==> src/rtl/i2s_port_pkg.sv <==
`timescale 1ns/1ps
// Shared definitions for the I2S slave port: word length codes and their
// bit counts. Assumes the serial word never exceeds 32 bits.
package i2s_port_pkg;

    typedef enum logic [1:0] {
        WL_16 = 2'd0,
        WL_20 = 2'd1,
        WL_24 = 2'd2,
        WL_32 = 2'd3
    } wlen_e;

    // Number of serial bits carried by a word for a given length code.
    function automatic logic [5:0] wlen_bits(input logic [1:0] code);
        case (wlen_e'(code))
            WL_16:   return 6'd16;
            WL_20:   return 6'd20;
            WL_24:   return 6'd24;
            default: return 6'd32;
        endcase
    endfunction

endpackage

==> src/rtl/i2s_sync.sv <==
`timescale 1ns/1ps
// Two-flop synchroniser for a group of slow asynchronous inputs.
// Assumes each input holds its level for several system clock cycles,
// so that all bits of the group can be treated as coherent.
module i2s_sync #(
    parameter int W = 4
) (
    input  logic         clk,
    input  logic         rst_n,
    input  logic [W-1:0] d,
    output logic [W-1:0] q
);
    logic [W-1:0] meta;

    // Two register stages per input bit.
    always_ff @(posedge clk) begin
        if (!rst_n) begin
            meta <= '0;
            q    <= '0;
        end else begin
            meta <= d;
            q    <= meta;
        end
    end
endmodule

==> src/rtl/i2s_rx.sv <==
`timescale 1ns/1ps
// Record-side deserialiser. On each bit clock rising tick it samples the
// data bit. It tracks the frame clock over the last two ticks, so that the
// bit taken at tick k belongs to the channel seen at tick k-1. That bit is
// a word's MSB when the frame clock differed between ticks k-1 and k-2.
// Assumes the tick is a one-cycle pulse and lr/din come from the same
// synchroniser as the tick.
module i2s_rx
    import i2s_port_pkg::*;
#(
    parameter int SAMPLE_W = 24,
    parameter int MAX_W    = 32,
    parameter int CNT_W    = $clog2(MAX_W + 1)
) (
    input  logic                clk,
    input  logic                rst_n,
    input  logic                tick,
    input  logic                lr,
    input  logic                din,
    input  logic [1:0]          wlen,
    output logic [SAMPLE_W-1:0] left_o,
    output logic [SAMPLE_W-1:0] right_o,
    output logic                valid_o
);
    localparam logic [CNT_W-1:0] MAX_N = CNT_W'(MAX_W);

    logic                lr1, lr2;
    logic [1:0]          seen;
    logic [CNT_W-1:0]    cnt, nlen;
    logic [MAX_W-1:0]    shreg;
    logic                chan;
    logic                left_got;
    logic [SAMPLE_W-1:0] left_q;

    logic [MAX_W-1:0]    shifted, aligned;
    logic [SAMPLE_W-1:0] sample;
    logic                start, busy, last;

    // Word boundary detection and left alignment of the word being completed.
    always_comb begin
        start   = (seen == 2'd2) && (lr1 != lr2);
        busy    = (cnt != '0) && (cnt < nlen);
        last    = busy && ((cnt + 1'b1) == nlen);
        shifted = {shreg[MAX_W-2:0], din};
        aligned = shifted << (MAX_N - nlen);
        sample  = aligned[MAX_W-1 -: SAMPLE_W];
    end

    // Bit capture, channel storage and pair strobe.
    always_ff @(posedge clk) begin
        if (!rst_n) begin
            lr1      <= 1'b0;
            lr2      <= 1'b0;
            seen     <= '0;
            cnt      <= '0;
            nlen     <= '0;
            shreg    <= '0;
            chan     <= 1'b0;
            left_got <= 1'b0;
            left_q   <= '0;
            left_o   <= '0;
            right_o  <= '0;
            valid_o  <= 1'b0;
        end else begin
            valid_o <= 1'b0;
            if (tick) begin
                lr1 <= lr;
                lr2 <= lr1;
                if (seen != 2'd2) seen <= seen + 2'd1;
                if (start) begin
                    shreg <= MAX_W'(din);
                    cnt   <= CNT_W'(1);
                    nlen  <= CNT_W'(wlen_bits(wlen));
                    chan  <= lr1;
                end else if (busy) begin
                    shreg <= shifted;
                    cnt   <= cnt + 1'b1;
                    if (last) begin
                        if (!chan) begin
                            left_q   <= sample;
                            left_got <= 1'b1;
                        end else if (left_got) begin
                            left_o   <= left_q;
                            right_o  <= sample;
                            valid_o  <= 1'b1;
                            left_got <= 1'b0;
                        end
                    end
                end
            end
        end
    end
endmodule

==> src/rtl/i2s_tx.sv <==
`timescale 1ns/1ps
// Playback-side serialiser. The frame clock is sampled on rising ticks,
// where it is stable. The value driven at a falling tick belongs to the
// channel sampled at the rise just before it. A new word starts when the
// last two rise samples differ. The sample pair is captured when a rise
// shows the frame clock has gone low, and the request strobe is raised at
// the same time. Assumes rise and fall ticks never coincide.
module i2s_tx
    import i2s_port_pkg::*;
#(
    parameter int SAMPLE_W = 24,
    parameter int MAX_W    = 32,
    parameter int CNT_W    = $clog2(MAX_W + 1)
) (
    input  logic                clk,
    input  logic                rst_n,
    input  logic                rise_tick,
    input  logic                fall_tick,
    input  logic                lr,
    input  logic [1:0]          wlen,
    input  logic [SAMPLE_W-1:0] tx_left,
    input  logic [SAMPLE_W-1:0] tx_right,
    output logic                dout,
    output logic                req
);
    logic                lr1, lr2;
    logic [1:0]          seen;
    logic [CNT_W-1:0]    cnt, nlen;
    logic [MAX_W-1:0]    shreg, frame;
    logic [SAMPLE_W-1:0] hold_l, hold_r;
    logic                start, busy;

    // Word start decision and MSB-aligned word for the starting channel.
    always_comb begin
        start = (seen == 2'd2) && (lr1 != lr2);
        busy  = (cnt != '0) && (cnt < nlen);
        frame = MAX_W'(lr1 ? hold_r : hold_l) << (MAX_W - SAMPLE_W);
    end

    // Frame clock history, pair capture, request strobe and bit shifting.
    always_ff @(posedge clk) begin
        if (!rst_n) begin
            lr1    <= 1'b0;
            lr2    <= 1'b0;
            seen   <= '0;
            cnt    <= '0;
            nlen   <= '0;
            shreg  <= '0;
            hold_l <= '0;
            hold_r <= '0;
            dout   <= 1'b0;
            req    <= 1'b0;
        end else begin
            req <= 1'b0;
            if (rise_tick) begin
                lr1 <= lr;
                lr2 <= lr1;
                if (seen != 2'd2) seen <= seen + 2'd1;
                if ((seen != 2'd0) && lr1 && !lr) begin
                    req    <= 1'b1;
                    hold_l <= tx_left;
                    hold_r <= tx_right;
                end
            end
            if (fall_tick) begin
                if (start) begin
                    dout  <= frame[MAX_W-1];
                    shreg <= frame << 1;
                    cnt   <= CNT_W'(1);
                    nlen  <= CNT_W'(wlen_bits(wlen));
                end else if (busy) begin
                    dout  <= shreg[MAX_W-1];
                    shreg <= shreg << 1;
                    cnt   <= cnt + 1'b1;
                end else begin
                    dout  <= 1'b0;
                end
            end
        end
    end
endmodule

==> src/rtl/i2s_slave_port.sv <==
`timescale 1ns/1ps
// I2S slave port top. The codec drives the bit clock and both frame
// clocks. This level synchronises them with the record data, finds the
// bit clock edges, and hands the ticks to the record and playback engines.
// Assumes the system clock is at least eight times the bit clock.
module i2s_slave_port #(
    parameter int SAMPLE_W = 24,
    parameter int MAX_W    = 32
) (
    input  logic                clk,
    input  logic                rst_n,
    input  logic                bclk,
    input  logic                adclrck,
    input  logic                adcdat,
    input  logic                daclrck,
    output logic                dacdat,
    input  logic [1:0]          wlen,
    output logic [SAMPLE_W-1:0] rx_left,
    output logic [SAMPLE_W-1:0] rx_right,
    output logic                rx_valid,
    input  logic [SAMPLE_W-1:0] tx_left,
    input  logic [SAMPLE_W-1:0] tx_right,
    output logic                tx_req
);
    localparam int CNT_W = $clog2(MAX_W + 1);

    logic [3:0] sync_q;
    logic       bclk_s, adc_lr_s, adc_dat_s, dac_lr_s;
    logic       bclk_d, bclk_rise, bclk_fall;

    i2s_sync #(.W(4)) u_sync (
        .clk   (clk),
        .rst_n (rst_n),
        .d     ({daclrck, adcdat, adclrck, bclk}),
        .q     (sync_q)
    );

    assign {dac_lr_s, adc_dat_s, adc_lr_s, bclk_s} = sync_q;

    // Previous synchronised bit clock level, for edge detection.
    always_ff @(posedge clk) begin
        if (!rst_n) bclk_d <= 1'b0;
        else        bclk_d <= bclk_s;
    end

    assign bclk_rise = bclk_s & ~bclk_d;
    assign bclk_fall = ~bclk_s & bclk_d;

    i2s_rx #(.SAMPLE_W(SAMPLE_W), .MAX_W(MAX_W), .CNT_W(CNT_W)) u_rx (
        .clk     (clk),
        .rst_n   (rst_n),
        .tick    (bclk_rise),
        .lr      (adc_lr_s),
        .din     (adc_dat_s),
        .wlen    (wlen),
        .left_o  (rx_left),
        .right_o (rx_right),
        .valid_o (rx_valid)
    );

    i2s_tx #(.SAMPLE_W(SAMPLE_W), .MAX_W(MAX_W), .CNT_W(CNT_W)) u_tx (
        .clk       (clk),
        .rst_n     (rst_n),
        .rise_tick (bclk_rise),
        .fall_tick (bclk_fall),
        .lr        (dac_lr_s),
        .wlen      (wlen),
        .tx_left   (tx_left),
        .tx_right  (tx_right),
        .dout      (dacdat),
        .req       (tx_req)
    );
endmodule

==> config.mk <==
export PLATFORM = sky130hd
export DESIGN_NAME = i2s_slave_port
export DESIGN_NICKNAME = d
export VERILOG_FILES = /design/src/rtl/i2s_port_pkg.sv /design/src/rtl/i2s_sync.sv /design/src/rtl/i2s_rx.sv /design/src/rtl/i2s_tx.sv /design/src/rtl/i2s_slave_port.sv
export SDC_FILE = /design/constraint.sdc
export NUM_CORES = 1
export LEC_CHECK = 0
export BUFFER_PORTS_ARGS = -buffer_cell sky130_fd_sc_hd__buf_2
export CAP_MARGIN = 10
export CORE_MARGIN = 8
export CORE_UTILIZATION = 63
export CTS_CLUSTER_SIZE = 20
export DETAILED_ROUTE_END_ITERATION = 12
export GPL_ROUTABILITY_DRIVEN = 0
export PLACE_DENSITY = 0.84
export SLEW_MARGIN = 40
export SYNTH_ARGS = -nofsm -noshare
export SYNTH_HDL_FRONTEND = slang
export SYNTH_SLANG_ARGS = --single-unit
export TNS_END_PERCENT = 50
==> constraint.sdc <==
create_clock -name clk -period 5.59 [get_ports clk]
set_input_delay 0 -clock clk [delete_from_list [all_inputs] [get_ports clk]]
set_output_delay 0 -clock clk [all_outputs]
set_load 0.1 [all_outputs]
# Yosys cells after proc, flatten, opt, wreduce, memory -nomap -nowiden
# Index checks and enable logic that the tools add are counted.
# word_totals
register_bits	229
word_cells	93
in_bits	56
ramBits	0
latchBits	0
mem_count	0
mem_bits_ro	0
output_inout_bits	51
# op_classes
bitwise_logic	10
div_mod_pow	0
addsub	5
mul	0
mux	15
n_shift	1
n_reduce_logical	26
n_eq_ne	9
n_lt_le_gt_ge	2
# op_table
operator	count
$mux W32	2
$mux W31	2
$shl A32 B6 Y32	1
$mux W24	1
$mux W6	4
$pmux W6 S3	1
$reduce_and A2 Y1	8
$add A6 B1 Y6 const B	2
$lt A6 B6 Y1	2
$reduce_bool A6 Y1	2
$not A1 Y1	8
$logic_and A1 B1 Y1	7
$eq A2 B2 Y1 const B	3
$eq A6 B6 Y1	1
$reduce_and A6 Y1	1
$reduce_bool A2 Y1	3
$reduce_or A6 Y1	1
$sub A6 B6 Y6 const A	1
$mux W1	5
$reduce_and A5 Y1	1
$add A2 B1 Y2 const B	2
$ne A2 B2 Y1 const B	2
$reduce_and A4 Y1	1
$and A1 B1 Y1	2
4 further kinds	5

# Logic depth before layout (Yosys ltp)
# depth
depth_word	5
depth_mapped	11
mapped_depth_nobuf	8

# By module
# A second synthesis with hierarchy kept.
# hier_totals
hier_cells	1104
hier_area_um2	10030.9
# by_module_without_submodules
mod	area_per_inst_um2	seq_area_each_um2	cells_per_inst	instances
i2s_rx	5604.1	2402.3	603	1
i2s_tx	4177.8	1741.7	481	1
i2s_sync	210.2	160.2	16	1
i2s_slave_port	38.8	20.0	4	1

# Worst setup path before layout
# No wires, ideal clock.
# synth_timing
path_kind	register to register
start	register u_rx.nlen[2]
end	register u_rx.left_q[17]
t_required_ps	5462
arrival_time_ps	2023
path_stages_with_launch	12
path_buffers	3
path_slack_ps	3439
synth_period_minus_slack_ps	2151
setup_time_ps	128
path_cell_list	dfxtp_1 inv_1 clkbuf_1 ha_1 buf_2 buf_2 mux2i_1 nor2_1 a21oi_1 o21ai_0 nand2_1 o21ai_0
# synth_via
elab_chain_cells	4
elab_cells_between_ends	7
classes_between	add/sub (1); order compare (1); eq/ne (1); shift (1); reduce/logical (3)
# synth_lines
item	line_no	source
from (decl)	i2s_rx.sv:29	logic [CNT_W-1:0] cnt, nlen;
from (signal assigned)	i2s_rx.sv:73	nlen <= CNT_W'(wlen_bits(wlen));
parallel branches: the longest is 4 deep, another holds $sub A6 B6 Y6	--	
to (signal assigned)	i2s_rx.sv:80	left_q <= sample;
to (decl)	i2s_rx.sv:33	logic [SAMPLE_W-1:0] left_q;
# Several ways; the timed one is not identified.
# A chain may end at the register's enable or synchronous reset.

# Worst setup path after layout
# layout_timing
start	register u_rx.nlen[2]
end	register u_rx.right_o[22]
# layout_via
elab_chain_cells	4
elab_cells_between_ends	7
classes_between	add/sub (1); order compare (1); eq/ne (1); shift (1); reduce/logical (3)
# layout_lines
item	line_no	source
parallel branches: the longest is 4 deep, another holds $sub A6 B6 Y6	--	
to (signal assigned)	i2s_rx.sv:84	right_o <= sample;
to (decl)	i2s_rx.sv:22	output logic [SAMPLE_W-1:0] right_o,
# Several ways; the timed one is not identified.

==> qor.yml <==
outcome:
  status: "finished clean"
synth:
  ys.flop_type: "dfxtp_1"
  synthAdderAreaFrac_pct: 2.00
  synth_compound_area_share_pct: 20.0
  synth_fp_nets: 1197
  synth_top_family_by_area: "compound AO/OA/AOI/OAI gates"
  synth_edf_count: 0
  yosys.area_share.simple_pct: 19.0
  synth_seq_area_share_pct: 46.0
  synthXorXnorAreaFrac_pct: 1.12
  yosys_warnings: 0
  postSynth.asyncResetShare_pct: 0
  synth.mux.area_fraction_pct: 6.23
  syn_inst: 1126
  ys_seq_elements: 216
  avgSynthCellArea_um2: 8.34
  synth_area_um2: 9400
  yosysUniqueCellTypes: 59
clock_network:
  hold_buffers: 56
  clkTransAtPathRegs_ps: 60
  cts_max_path_buffers: 3
  cts_root_buf: "clkbuf_16"
  clk_latency_ps: 500
  cts_max_level: 1
  clock_sinks: 216
  cts_repair_resize_count: 0
  numCtsBuffers: 22
  cts_tree: "done"
  post_cts_buffers: 0
place:
  dp_hpwl_mm: 14.2
  pre_cts_ws_ps: 2580
  port_buffers: 106
  postPlaceCellArea_um2: 9820
critical_path:
  worst_r2r_endpoint: "u_rx.right_o[22]$_SDFFE_PN0P_"
  end_kind: "flop"
  r2r-start: "u_rx.nlen[2]$_SDFFE_PN0P_"
  rr_worst_depth: 8
  crit_end: "u_rx.right_o[22]$_SDFFE_PN0P_"
  cp_max_fo: 51
  r2r_setup_slack_ps: 2500
  worstSetupStartpointType: "flop"
  startpoint: "u_rx.nlen[2]$_SDFFE_PN0P_"
  criticalPathCategory: "flop to flop"
  crit_required_ps: 5940
  cp.arrival_ps: 3440
route:
  route.detailed.drc: 0
  ant_nets: 0
  viasPerCell: 5.95
  vias: 8520
  wl_mm: 24.6
  drt_first_pass_iters: 8
  drt-initial-drc-count: 978
  route.detailed.wl_per_inst_um: 17.2
cells_and_area:
  design_area_um2: 11200
  drive_gt1_share_pct: 14.9
  area_delta_synth_final_pct: 19.1
  nNetsFinal: 1302
power_and_ir_drop:
  vdd_drop_max_mv: 0.236
  pwr_density_cell_nw_per_um2: 287
  power_leakage_uw: 0.00390
die:
  initial_core_util_pct: 64.6
  die_x_um: 138
  dieArea_um2: 19100
  fp.dieH_um: 138
  placementRows: 44
  core_um2: 14500
  pin_count: 107
global_routing:
  grt_pass1_vias: 7962
  grt_pass1_wl_mm: 39.6
  grt_max_degree: 97
  track_usage_pct: 23.9
  antenna_found_initial: 2
  grt_remaining_overflow: 0
timing:
  tightest_slew_ps: 817
  skew_ps: 9.93
  setup_viol: 0
  fin_setup_tns_ps: 0
  setup_slack_ps: 2500
  hold_viol_final: 0
  post-route-min-period_ps: 3090
  finalCritPeriodShare_pct: 55.2
  fmax_ghz: 0.324
  slew_violations: 0
  rsz0062_at_grt: "no"
  relSlewSlack_pct: 45.4
worst_hold_path:
  hold_path_class: "input port to flop"
  min_path_cells: 3
job:
  drv_cap: 0
==> synth_stat cells (6+ instances only) <==
| master | n | share of area (%) |
|---|---|---|
| clkbuf_1 | 49 | 2.0 |
| a21oi_1 | 103 | 5.5 |
| dfxtp_1 | 216 | 46 |
| a22oi_1 | 34 | 2.7 |
| nand2_1 | 222 | 8.9 |
| ha_1 | 15 | 2.0 |
| mux2i_1 | 45 | 4.8 |
| nand2b_1 | 6 | 0.40 |
| buf_6 | 9 | 1.1 |
| xnor2_1 | 9 | 0.84 |
| o211ai_1 | 28 | 2.2 |
| mux2_2 | 12 | 1.4 |
| a211oi_1 | 7 | 0.56 |
| nor2b_1 | 7 | 0.47 |
| nand3_1 | 79 | 4.2 |
| o21ai_1 | 50 | 2.7 |
| inv_1 | 16 | 0.64 |
| o21ai_0 | 50 | 2.7 |
| buf_2 | 27 | 1.4 |
| nor2_1 | 61 | 2.4 |
| and2_1 | 15 | 1.0 |
==> worst max-delay path, stage by stage (launching register included) <==
cell     delay (ps)
dfxtp_1         300
buf_4           420
inv_1           290
ha_2            840
mux2_2          420
a21oi_1         200
nor2_1           80
o21ai_0         260
o21ai_0         110
==> sequential cells by signal (all words and copies together), names as in the netlist, 6 cells and up <==
| signal | flops |
|---|---|
| u_tx.hold_r | 24 |
| u_rx.right_o | 24 |
| u_tx.hold_l | 24 |
| u_tx.cnt | 6 |
| u_rx.shreg | 31 |
| u_tx.shreg | 23 |
| u_rx.cnt | 6 |
| u_rx.left_q | 24 |
| u_rx.left_o | 24 |
==> layout by cell type, fill, tap and decap left out, types with 4 or more instances in the layout <==
cell type / instances
nand2b_1: 6
a2bb2oi_1: 5
and2_1: 15
o21ai_1: 50
o21ai_0: 50
nand2_1: 222
mux2i_1: 45
mux2_2: 12
nor2_1: 60
xnor2_1: 9
a22oi_1: 34
dlygate4sd3_1: 56
clkbuf_1: 5
o211ai_1: 28
ha_1: 14
a211oi_1: 7
clkbuf_8: 6
buf_2: 105
clkbuf_16: 23
nand3_1: 79
a211oi_2: 4
dfxtp_1: 216
buf_4: 8
nor2b_1: 7
inv_1: 16
a21oi_1: 103
==> per-stage QoR <==
| stage | utilization, % | power (uW) | std cells | hold slack (ps) |
|---|---|---|---|---|
| 5_1_grt | 77.0 | 3300 | 1433 | 262 |
| 4_1_cts | 76.8 | 3210 | 1430 | 234 |
| 2_1_floorplan | - | 1620 | 1126 | 127 |
| 3_5_place_dp | 67.5 | 1640 | 1334 | 213 |
| 3_3_place_gp | 67.3 | 1640 | 1332 | 208 |
| 6_report | 77.0 | 3210 | 1433 | 245 |
==> per-layer routing <==
metal / part of all wire [%] / global-route usage [%] / vias up
met5: 0 / 0 / -
met4: 2.1 / 6.75 / 0
met3: 6.9 / 4.55 / 43
met2: 48 / 39.5 / 320
met1: 43 / 31.1 / 4038
li1: - / - / 4119
==> how the worst min path moves through the flow <==
stage | startpoint | to | slack (ps)
3_3_place_gp | adcdat | u_sync.meta[2]$_SDFF_PN0_ | 210
3_5_place_dp | daclrck | u_sync.meta[3]$_SDFF_PN0_ | 210
5_1_grt | daclrck | u_sync.meta[3]$_SDFF_PN0_ | 260
2_1_floorplan | bclk | u_sync.meta[0]$_SDFF_PN0_ | 130
6_report | daclrck | u_sync.meta[3]$_SDFF_PN0_ | 240
4_1_cts | adcdat | u_sync.meta[2]$_SDFF_PN0_ | 230
==> cell type report <==
| cell class | instances | area (um^2) |
|---|---|---|
| tap | 184 | 230 |
| clock buffer | 34 | 677 |
| fill | 989 | 3340 |
| inverter | 17 | 65.1 |
| antenna | 2 | 5.00 |
| timing repair buffer | 175 | 1220 |
| sequential | 216 | 4320 |
| multi-input combinational | 799 | 4560 |
| clock inverter | 6 | 109 |
==> power by group <==
group | switching (uW) | internal (uW)
Clock | 595 | 972
Combinational | 49.4 | 47.4
Sequential | 3.07 | 1540
==> cells by family after synthesis <==
logic type / Yosys count
multiplexers: 57
XOR/XNOR: 12
flip-flops: 216
AO/OA/AOI/OAI: 305
AND/OR/NAND/NOR: 410
adder cells (fa/ha/maj): 15
buffers and inverters: 111
(Power assumes the default switching activity.)
